--- src/rtl/fpx_pkg.sv ---
package fpx_pkg;

  localparam int CAUSE_W = 5;

  // Cause and status bit positions (visible to software, so fixed)
  localparam int IDX_DNM = 0;  // denormal source operand
  localparam int IDX_UNF = 1;  // denormal result
  localparam int IDX_OVF = 2;  // NaN result
  localparam int IDX_DVZ = 3;  // divide by zero
  localparam int IDX_INV = 4;  // invalid operation

  typedef enum logic [1:0] {
    OP_ADD = 2'd0,
    OP_SUB = 2'd1,
    OP_MUL = 2'd2,
    OP_DIV = 2'd3
  } fpx_op_e;

  // Per-operand classification used by the rule logic
  typedef struct packed {
    logic sign;
    logic zero;
    logic inf;
    logic snan;
    logic denorm;
  } fpx_class_t;

endpackage

--- src/rtl/fpx_operand_class.sv ---
module fpx_operand_class
  import fpx_pkg::*;
#(
  parameter int EXP_W  = 8,
  parameter int FRAC_W = 23
) (
  input  logic [EXP_W+FRAC_W:0] value,
  output fpx_class_t            cls
);

  localparam int W = 1 + EXP_W + FRAC_W;

  logic [EXP_W-1:0]  exp_f;
  logic [FRAC_W-1:0] frac_f;
  logic              exp_all_ones;
  logic              exp_all_zero;
  logic              frac_nonzero;

  assign exp_f  = value[W-2:FRAC_W];
  assign frac_f = value[FRAC_W-1:0];

  assign exp_all_ones = &exp_f;
  assign exp_all_zero = ~|exp_f;
  assign frac_nonzero = |frac_f;

  always_comb begin
    cls.sign   = value[W-1];
    cls.zero   = exp_all_zero & ~frac_nonzero;
    cls.inf    = exp_all_ones & ~frac_nonzero;
    // Signaling NaN: quiet bit (fraction MSB) clear, some other fraction bit set
    cls.snan   = exp_all_ones & frac_nonzero & ~frac_f[FRAC_W-1];
    cls.denorm = exp_all_zero & frac_nonzero;
  end

endmodule

--- src/rtl/fpx_rules.sv ---
module fpx_rules
  import fpx_pkg::*;
(
  input  fpx_op_e              op,
  input  fpx_class_t           a_cls,
  input  fpx_class_t           b_cls,
  input  logic                 res_nan,
  input  logic                 res_denorm,
  output logic [CAUSE_W-1:0]   cause
);

  logic both_inf;
  logic inf_clash;
  logic div_by_zero;

  assign both_inf = a_cls.inf & b_cls.inf;

  // Illegal infinite/zero operand pairings, selected by operation
  always_comb begin
    inf_clash = 1'b0;
    unique case (op)
      OP_ADD: inf_clash = both_inf & (a_cls.sign ^ b_cls.sign);
      OP_SUB: inf_clash = both_inf & ~(a_cls.sign ^ b_cls.sign);
      OP_MUL: inf_clash = (a_cls.zero & b_cls.inf) | (a_cls.inf & b_cls.zero);
      OP_DIV: inf_clash = (a_cls.zero & b_cls.zero) | both_inf;
      default: inf_clash = 1'b0;
    endcase
  end

  assign div_by_zero = (op == OP_DIV) & b_cls.zero & ~a_cls.inf;

  always_comb begin
    cause          = '0;
    cause[IDX_DNM] = a_cls.denorm | b_cls.denorm;
    cause[IDX_UNF] = res_denorm;
    cause[IDX_OVF] = res_nan;
    cause[IDX_DVZ] = div_by_zero;
    cause[IDX_INV] = a_cls.snan | b_cls.snan | inf_clash;
  end

endmodule

--- src/rtl/fpx_status_reg.sv ---
module fpx_status_reg
  import fpx_pkg::*;
(
  input  logic               clk,
  input  logic               rst_n,
  input  logic               det_valid,
  input  logic [CAUSE_W-1:0] det_cause,
  input  logic               wr_en,
  input  logic [CAUSE_W-1:0] wr_data,
  output logic               req_q,
  output logic [CAUSE_W-1:0] cause_q,
  output logic [CAUSE_W-1:0] status_q
);

  logic [CAUSE_W-1:0] live_cause;
  logic [CAUSE_W-1:0] status_base;

  assign live_cause  = det_valid ? det_cause : '0;
  assign status_base = wr_en ? wr_data : status_q;

  always_ff @(posedge clk) begin
    if (!rst_n) begin
      req_q    <= 1'b0;
      cause_q  <= '0;
      status_q <= '0;
    end else begin
      req_q    <= |live_cause;
      if (det_valid) cause_q <= det_cause;
      status_q <= status_base | live_cause;
    end
  end

endmodule

--- src/rtl/fpx_classifier.sv ---
module fpx_classifier
  import fpx_pkg::*;
#(
  parameter int EXP_W  = 8,
  parameter int FRAC_W = 23
) (
  input  logic                     clk,
  input  logic                     rst_n,
  input  logic                     in_valid,
  input  logic [1:0]               in_op,
  input  logic [EXP_W+FRAC_W:0]    op_a,
  input  logic [EXP_W+FRAC_W:0]    op_b,
  input  logic [EXP_W+FRAC_W:0]    op_res,
  input  logic                     st_wr,
  input  logic [4:0]               st_wdata,
  output logic                     exc_req,
  output logic [4:0]               exc_cause,
  output logic [4:0]               status
);

  localparam int W     = 1 + EXP_W + FRAC_W;
  localparam int N_SRC = 2;

  // Result checks kept as functions so the bench can restate them independently
  function automatic logic f_is_nan(input logic [W-1:0] v);
    return (&v[W-2:FRAC_W]) & (|v[FRAC_W-1:0]);
  endfunction

  function automatic logic f_is_denorm(input logic [W-1:0] v);
    return (~|v[W-2:FRAC_W]) & (|v[FRAC_W-1:0]);
  endfunction

  fpx_op_e            op_e;
  logic [W-1:0]       src [N_SRC];
  fpx_class_t         src_cls [N_SRC];
  logic               res_nan;
  logic               res_denorm;
  logic [CAUSE_W-1:0] det_cause;

  assign op_e   = fpx_op_e'(in_op);
  assign src[0] = op_a;
  assign src[1] = op_b;

  generate
    for (genvar gi = 0; gi < N_SRC; gi++) begin : g_src
      fpx_operand_class #(
        .EXP_W (EXP_W),
        .FRAC_W(FRAC_W)
      ) u_cls (
        .value(src[gi]),
        .cls  (src_cls[gi])
      );
    end
  endgenerate

  assign res_nan    = f_is_nan(op_res);
  assign res_denorm = f_is_denorm(op_res);

  fpx_rules u_rules (
    .op        (op_e),
    .a_cls     (src_cls[0]),
    .b_cls     (src_cls[1]),
    .res_nan   (res_nan),
    .res_denorm(res_denorm),
    .cause     (det_cause)
  );

  fpx_status_reg u_stat (
    .clk      (clk),
    .rst_n    (rst_n),
    .det_valid(in_valid),
    .det_cause(det_cause),
    .wr_en    (st_wr),
    .wr_data  (st_wdata),
    .req_q    (exc_req),
    .cause_q  (exc_cause),
    .status_q (status)
  );

endmodule

--- config.mk ---
export PLATFORM = sky130hd
export DESIGN_NAME = fpx_classifier
export DESIGN_NICKNAME = d
export VERILOG_FILES = /design/src/rtl/fpx_pkg.sv /design/src/rtl/fpx_operand_class.sv /design/src/rtl/fpx_rules.sv /design/src/rtl/fpx_status_reg.sv /design/src/rtl/fpx_classifier.sv
export SDC_FILE = /design/constraint.sdc
export NUM_CORES = 1
export LEC_CHECK = 0
export ABC_AREA = 1
export ABC_CLOCK_PERIOD_IN_PS = 1520
export BUFFER_PORTS_ARGS = -buffer_cell sky130_fd_sc_hd__clkbuf_2
export CORE_MARGIN = 4
export CORE_UTILIZATION = 34
export CTS_BUF_LIST = sky130_fd_sc_hd__clkbuf_8
export DETAILED_ROUTE_END_ITERATION = 8
export GPL_TIMING_DRIVEN = 1
export PLACE_DENSITY = 0.82
export SYNTH_ARGS = -nofsm -noshare
export SYNTH_HDL_FRONTEND = slang
export SYNTH_SLANG_ARGS = --single-unit
export TNS_END_PERCENT = 1
--- constraint.sdc ---
create_clock -name clk -period 1.52 [get_ports clk]
set_input_delay 0.152 -clock clk [delete_from_list [all_inputs] [get_ports clk]]
set_output_delay 0.152 -clock clk [all_outputs]
set_load 0.005 [all_outputs]
# --- Word level (Yosys, flattened, before mapping) ---
# Cells that the tools add are included.
totals:
  register_bits: 11
  input_bits: 107
  output_inout_bits: 11
  word_cells: 56
classes:
  eq_ne: 3
  n_mux: 3
  n_bitwise: 33
  n_reduce_logical: 14
ops:
  columns: ["cell", "n"]
  rows:
  - ["$reduce_or A23 Y1", 3]
  - ["$reduce_and A8 Y1", 3]
  - ["$reduce_or A8 Y1", 3]
  - ["$and A1 B1 Y1", 20]
  - ["$mux W5", 2]
  - ["$not A1 Y1", 6]
  - ["$or A1 B1 Y1", 5]
  - ["$or A5 B5 Y5", 1]
  - ["$reduce_or A5 Y1", 1]
  - ["$eq A2 B2 Y1 const B", 2]
  - ["$pmux W1 S4", 1]
  - ["$logic_not A1 Y1", 3]
  - ["$eq A2 B1 Y1 const B", 1]
  - ["$logic_not A2 Y1", 1]
  - ["$xor A1 B1 Y1", 1]

# --- Logic depth before layout (Yosys ltp) ---
depth:
  depth_word: 9
  depth_mapped: 12
  depth_no_buf: 12

# --- By module ---
# A second synthesis with hierarchy kept.
hier_totals:
  hier_cells: 208
  area_unflattened_um2: 1046.0
modules_own_cells:
  columns: ["mod", "instances", "cells_each", "area_per_inst_um2", "seq_area_each_um2"]
  rows:
  - ["fpx_status_reg", 1, 56, 406.6, 220.2]
  - ["fpx_operand_class", 2, 43, 178.9, 0.0]
  - ["fpx_classifier", 1, 36, 143.9, 0.0]
  - ["fpx_rules", 1, 30, 137.6, 0.0]

# --- Worst setup path before layout ---
# No wires, ideal clock.
synth_timing:
  kind: "input -> register"
  startpoint: "input port op_a[21]"
  endpoint: "register u_stat.req_q"
  setup_time_ns: 0.130
  arrival_ns: 1.017
  required_ns: 1.390
  path_slack_ns: 0.373
  cell_stages: 8
  n_path_buf: 0
  cell_sequence: "nor2_1 -> nand2_1 -> nor2_1 -> nand3_2 -> o211ai_1 -> nand3_1 -> nor2_1 -> a21oi_2"
synth_between:
  elab_chain_len: 9
  word_cells_on_any_way: 23
  classes_between: "2 x mux; 19 x bitwise; 2 x reduce/logical"
synth_lines:
  columns: ["item", "line_no", "text"]
  rows:
  - ["start: declaration", "fpx_classifier.sv:11", "input logic [EXP_W+FRAC_W:0] op_a,"]
  - ["$reduce_or A23 Y1 *", "fpx_operand_class.sv:24", "assign frac_nonzero = |frac_f;"]
  - ["$not A1 Y1", "fpx_operand_class.sv:28, fpx_operand_class.sv:29", null]
  - ["$and A1 B1 Y1 (on tied branches)", "fpx_operand_class.sv:28, fpx_operand_class.sv:29", null]
  - ["$and A1 B1 Y1 (on tied branches)", "fpx_rules.sv:25, fpx_rules.sv:16, fpx_rules.sv:24", null]
  - ["$or A1 B1 Y1 (tied with other cells)", "fpx_rules.sv:25", "OP_DIV: inf_clash = (a_cls.zero & b_cls.zero) | both_inf;"]
  - ["$pmux W1 S4", "fpx_rules.sv:21", "unique case (op)"]
  - ["$or A1 B1 Y1", "fpx_rules.sv:38", "cause[IDX_INV] = a_cls.snan | b_cls.snan | inf_clash;"]
  - ["$mux W5 *", "fpx_status_reg.sv:18", "assign live_cause = det_valid ? det_cause : '0;"]
  - ["$reduce_or A5 Y1 *", "fpx_status_reg.sv:27", "req_q <= |live_cause;"]
  - ["end signal: assignment", "fpx_status_reg.sv:27", null]
  - ["end: declaration", "fpx_status_reg.sv:10", "output logic req_q,"]
# Mark *: on every way between the ends. The rest lies on a longest branch, timed or not.
# A chain may end at the register's enable or synchronous reset.

# --- Worst setup path after layout ---
# Same ends and word-level chain as after synthesis.

==> metrics.cfg <==
[cts]
post_cts_buffers=0
cts-htree-levels=1
cts.reportedPaths.clkPinSlew_ns=0.05
cts_buffers=3
cts-root-buf=clkbuf_8
cts_tree=yes
post_cts_resized=0
clock_path_buffers=2
cts_hold_buf=0
clock_latency_ns=0.23
clock-sinks=11

[yosys]
yosysTopAreaCell=dfxtp_1
synth_area_um2=992
async_flop_share=0
yosysMostFrequentCell=nand2_1
synth_seq_area_share=0.222
ys_top_cells_by_count=nand2_1, nor2_1, inv_1, dfxtp_1, nor3_1
ys_types=20
synth_area_per_cell_um2=5.39
ys_ff_latch=11
synth_edf_count=0
synth_area_leaders=dfxtp_1, nand2_1, nor2_1
synth_top_area_share=0.222
synth_nets=291
synthCells=184
ys.flop_type=dfxtp_1
ys.warnings.count=0

[timing]
slew_violations=0
rsz0062_at_grt=no
hold_violations=0
setup_tns_ns=0
layout_min_cycle_time_ns=1.16
relSlewSlack=0.759
tightest_slew_ns=0.361
post-route-period-util=0.760
fin_skew_ns=0
max_freq_mhz=866
report.final.setup_viol=0

[drt]
num_vias=1516
wirelength_um=3270
drc_errors=0
first_pass_iters=5
routedWlPerCell_um=9.73
ant_nets=0
viasPerCell=4.51
drtIter0Drc=44

[power_and_ir_drop]
netSwitchingFraction=0.259
ir_worst_vdd_mv=0.388
finalPower_uw=821
intPower_uw=609
combPwrFrac=0.286
powerDensity_nw_per_um2=494
pwr-share-clk=0.348
leakage_uw=0.000947
p_seq_frac=0.366
p_sw_uw=212

[floorplanning]
start_util=0.357
dieArea_um2=3850
die_h_um=62.0
die_x_um=62.0
row_count=19
pin_count=118
placeableCoreArea_um2=2780

[critical_path]
crit_top_cell=nor2_1
cp.depth=9
worstReg2RegEnd=u_stat.status_q[4]
cp_max_fo=5
critPathSlowestCell=o211ai_1
critPathMaxStageDelay_ns=0.28
r2r_cells=2
crit_path_start=op_a[21]
endpoint=u_stat.req_q
arrival_ns=1.26
critical_path_buf_inv_count=1
crit_type=in2reg
required_ns=1.63
critPathLaunchType=input port
r2r-start=u_stat.status_q[4]
rrSetupSlack_ns=0.81
end_kind=flip-flop
crit_chain=clkbuf_2 -> nor2_1 -> nand2_1 -> nor2_1 -> nand3_2 -> o211ai_1 -> nand3_1 -> nor2_1 -> a21oi_2
crit_family=simple AND/OR/NAND/NOR gates

[grt]
first_global_vias=1356
antenna_found_initial=0
grt_pass1_wl_um=5110
grt_max_degree=12
grt_usage=0.171
grt.overflow.total=0

[final_layout]
area_growth_pct=67.6
n_antenna_cell=0
layout-drive-gt1-share=0.449
nets=413

[place]
dp_hpwl_um=3080
portBuffers=116
place_congestion=0.840

[job]
cap_violations=0

[outcome]
status=finished, final reports clean

[worst_hold_path]
hold_path.class=in2reg

worst min path at each step:
stage,from,end,slack [ns],cells after the start
floorplan,rst_n,u_stat.status_q[0],0.28,2
global placement,st_wdata[2],u_stat.status_q[2],0.41,3
detailed placement,st_wdata[1],u_stat.status_q[1],0.41,3
CTS,st_wdata[0],u_stat.status_q[0],0.17,3
global route,st_wdata[0],u_stat.status_q[0],0.19,3
finish,st_wdata[0],u_stat.status_q[0],0.17,3
metal layers:
layer	GRT usage	share of wire
met5	0	0
met4	0.0273	0
met3	0.0186	0.079
met2	0.325	0.55
met1	0.206	0.37
logic make-up after synthesis:
logic type,share of synthesized area
buffers and inverters,0.0921
muxes,0.0101
and+or+nand+nor,0.583
DFF,0.222
xor gates and xnor gates,0.00883
AOI/OAI and AO/OA,0.0845
layout make-up:
cell class	instances	area [um2]
Clock buffer	3	41.3
Clock inverter	1	3.75
Fill cell	294	1120
Inverter	22	82.6
Multi-Input combinational cell	150	681
Sequential cell	11	220
Tap cell	31	38.8
Timing Repair Buffer	118	596
cells in the final DEF (no fill, tap or decap):
cell / netlist / routed
clkbuf_2: 0 / 116
nand2_1: 57 / 57
nor2_1: 48 / 48
inv_1: 19 / 20
dfxtp_1: 11 / 11
nor3_1: 9 / 9
nand3_1: 7 / 7
nor2_2: 6 / 6
a21oi_1: 5 / 5
a31oi_1: 4 / 4
inv_2: 3 / 3
nand3_2: 3 / 3
a21oi_2: 3 / 3
clkbuf_8: 0 / 3
nor4_1: 2 / 2
buf_4: 0 / 2
o211ai_1: 1 / 1
nand4_1: 1 / 1
or3_1: 1 / 1
xnor2_1: 1 / 1
nand2_4: 1 / 1
mux2i_1: 1 / 1
power groups by stage:
stage               Combinational (uW)  Sequential [uW]  Clock [uW]
finish                             235              301         286
global route                       271              301         304
CTS                                238              301         293
detailed placement                 237              307           0
global placement                   231              306           0
floorplan                         75.1              307           0
through the flow:
| step | util | setup slack (ns) | hold slack, ns | instance area (um2) | std cells |
|---|---|---|---|---|---|
| 2_1_floorplan | - | 0.373 | 0.277 | 992 | 184 |
| 3_3_place_gp | 0.582 | 0.179 | 0.413 | 1620 | 332 |
| 3_5_place_dp | 0.582 | 0.0980 | 0.414 | 1620 | 332 |
| 4_1_cts | 0.598 | 0.342 | 0.167 | 1660 | 336 |
| 5_1_grt | 0.598 | 0.220 | 0.188 | 1660 | 336 |
| 6_report | 0.598 | 0.365 | 0.167 | 1660 | 336 |
registers in the layout, summed over array words and instances (netlist names):
register         count
u_stat.cause_q       5
u_stat.status_q      5
u_stat.req_q         1
worst reg2reg max path, stage by stage (launching register included):
cell and delay [ns]:
dfxtp_1 0.32, mux2i_1 0.19, a21oi_2 0.08
Power figures use the tool's default switching activity.
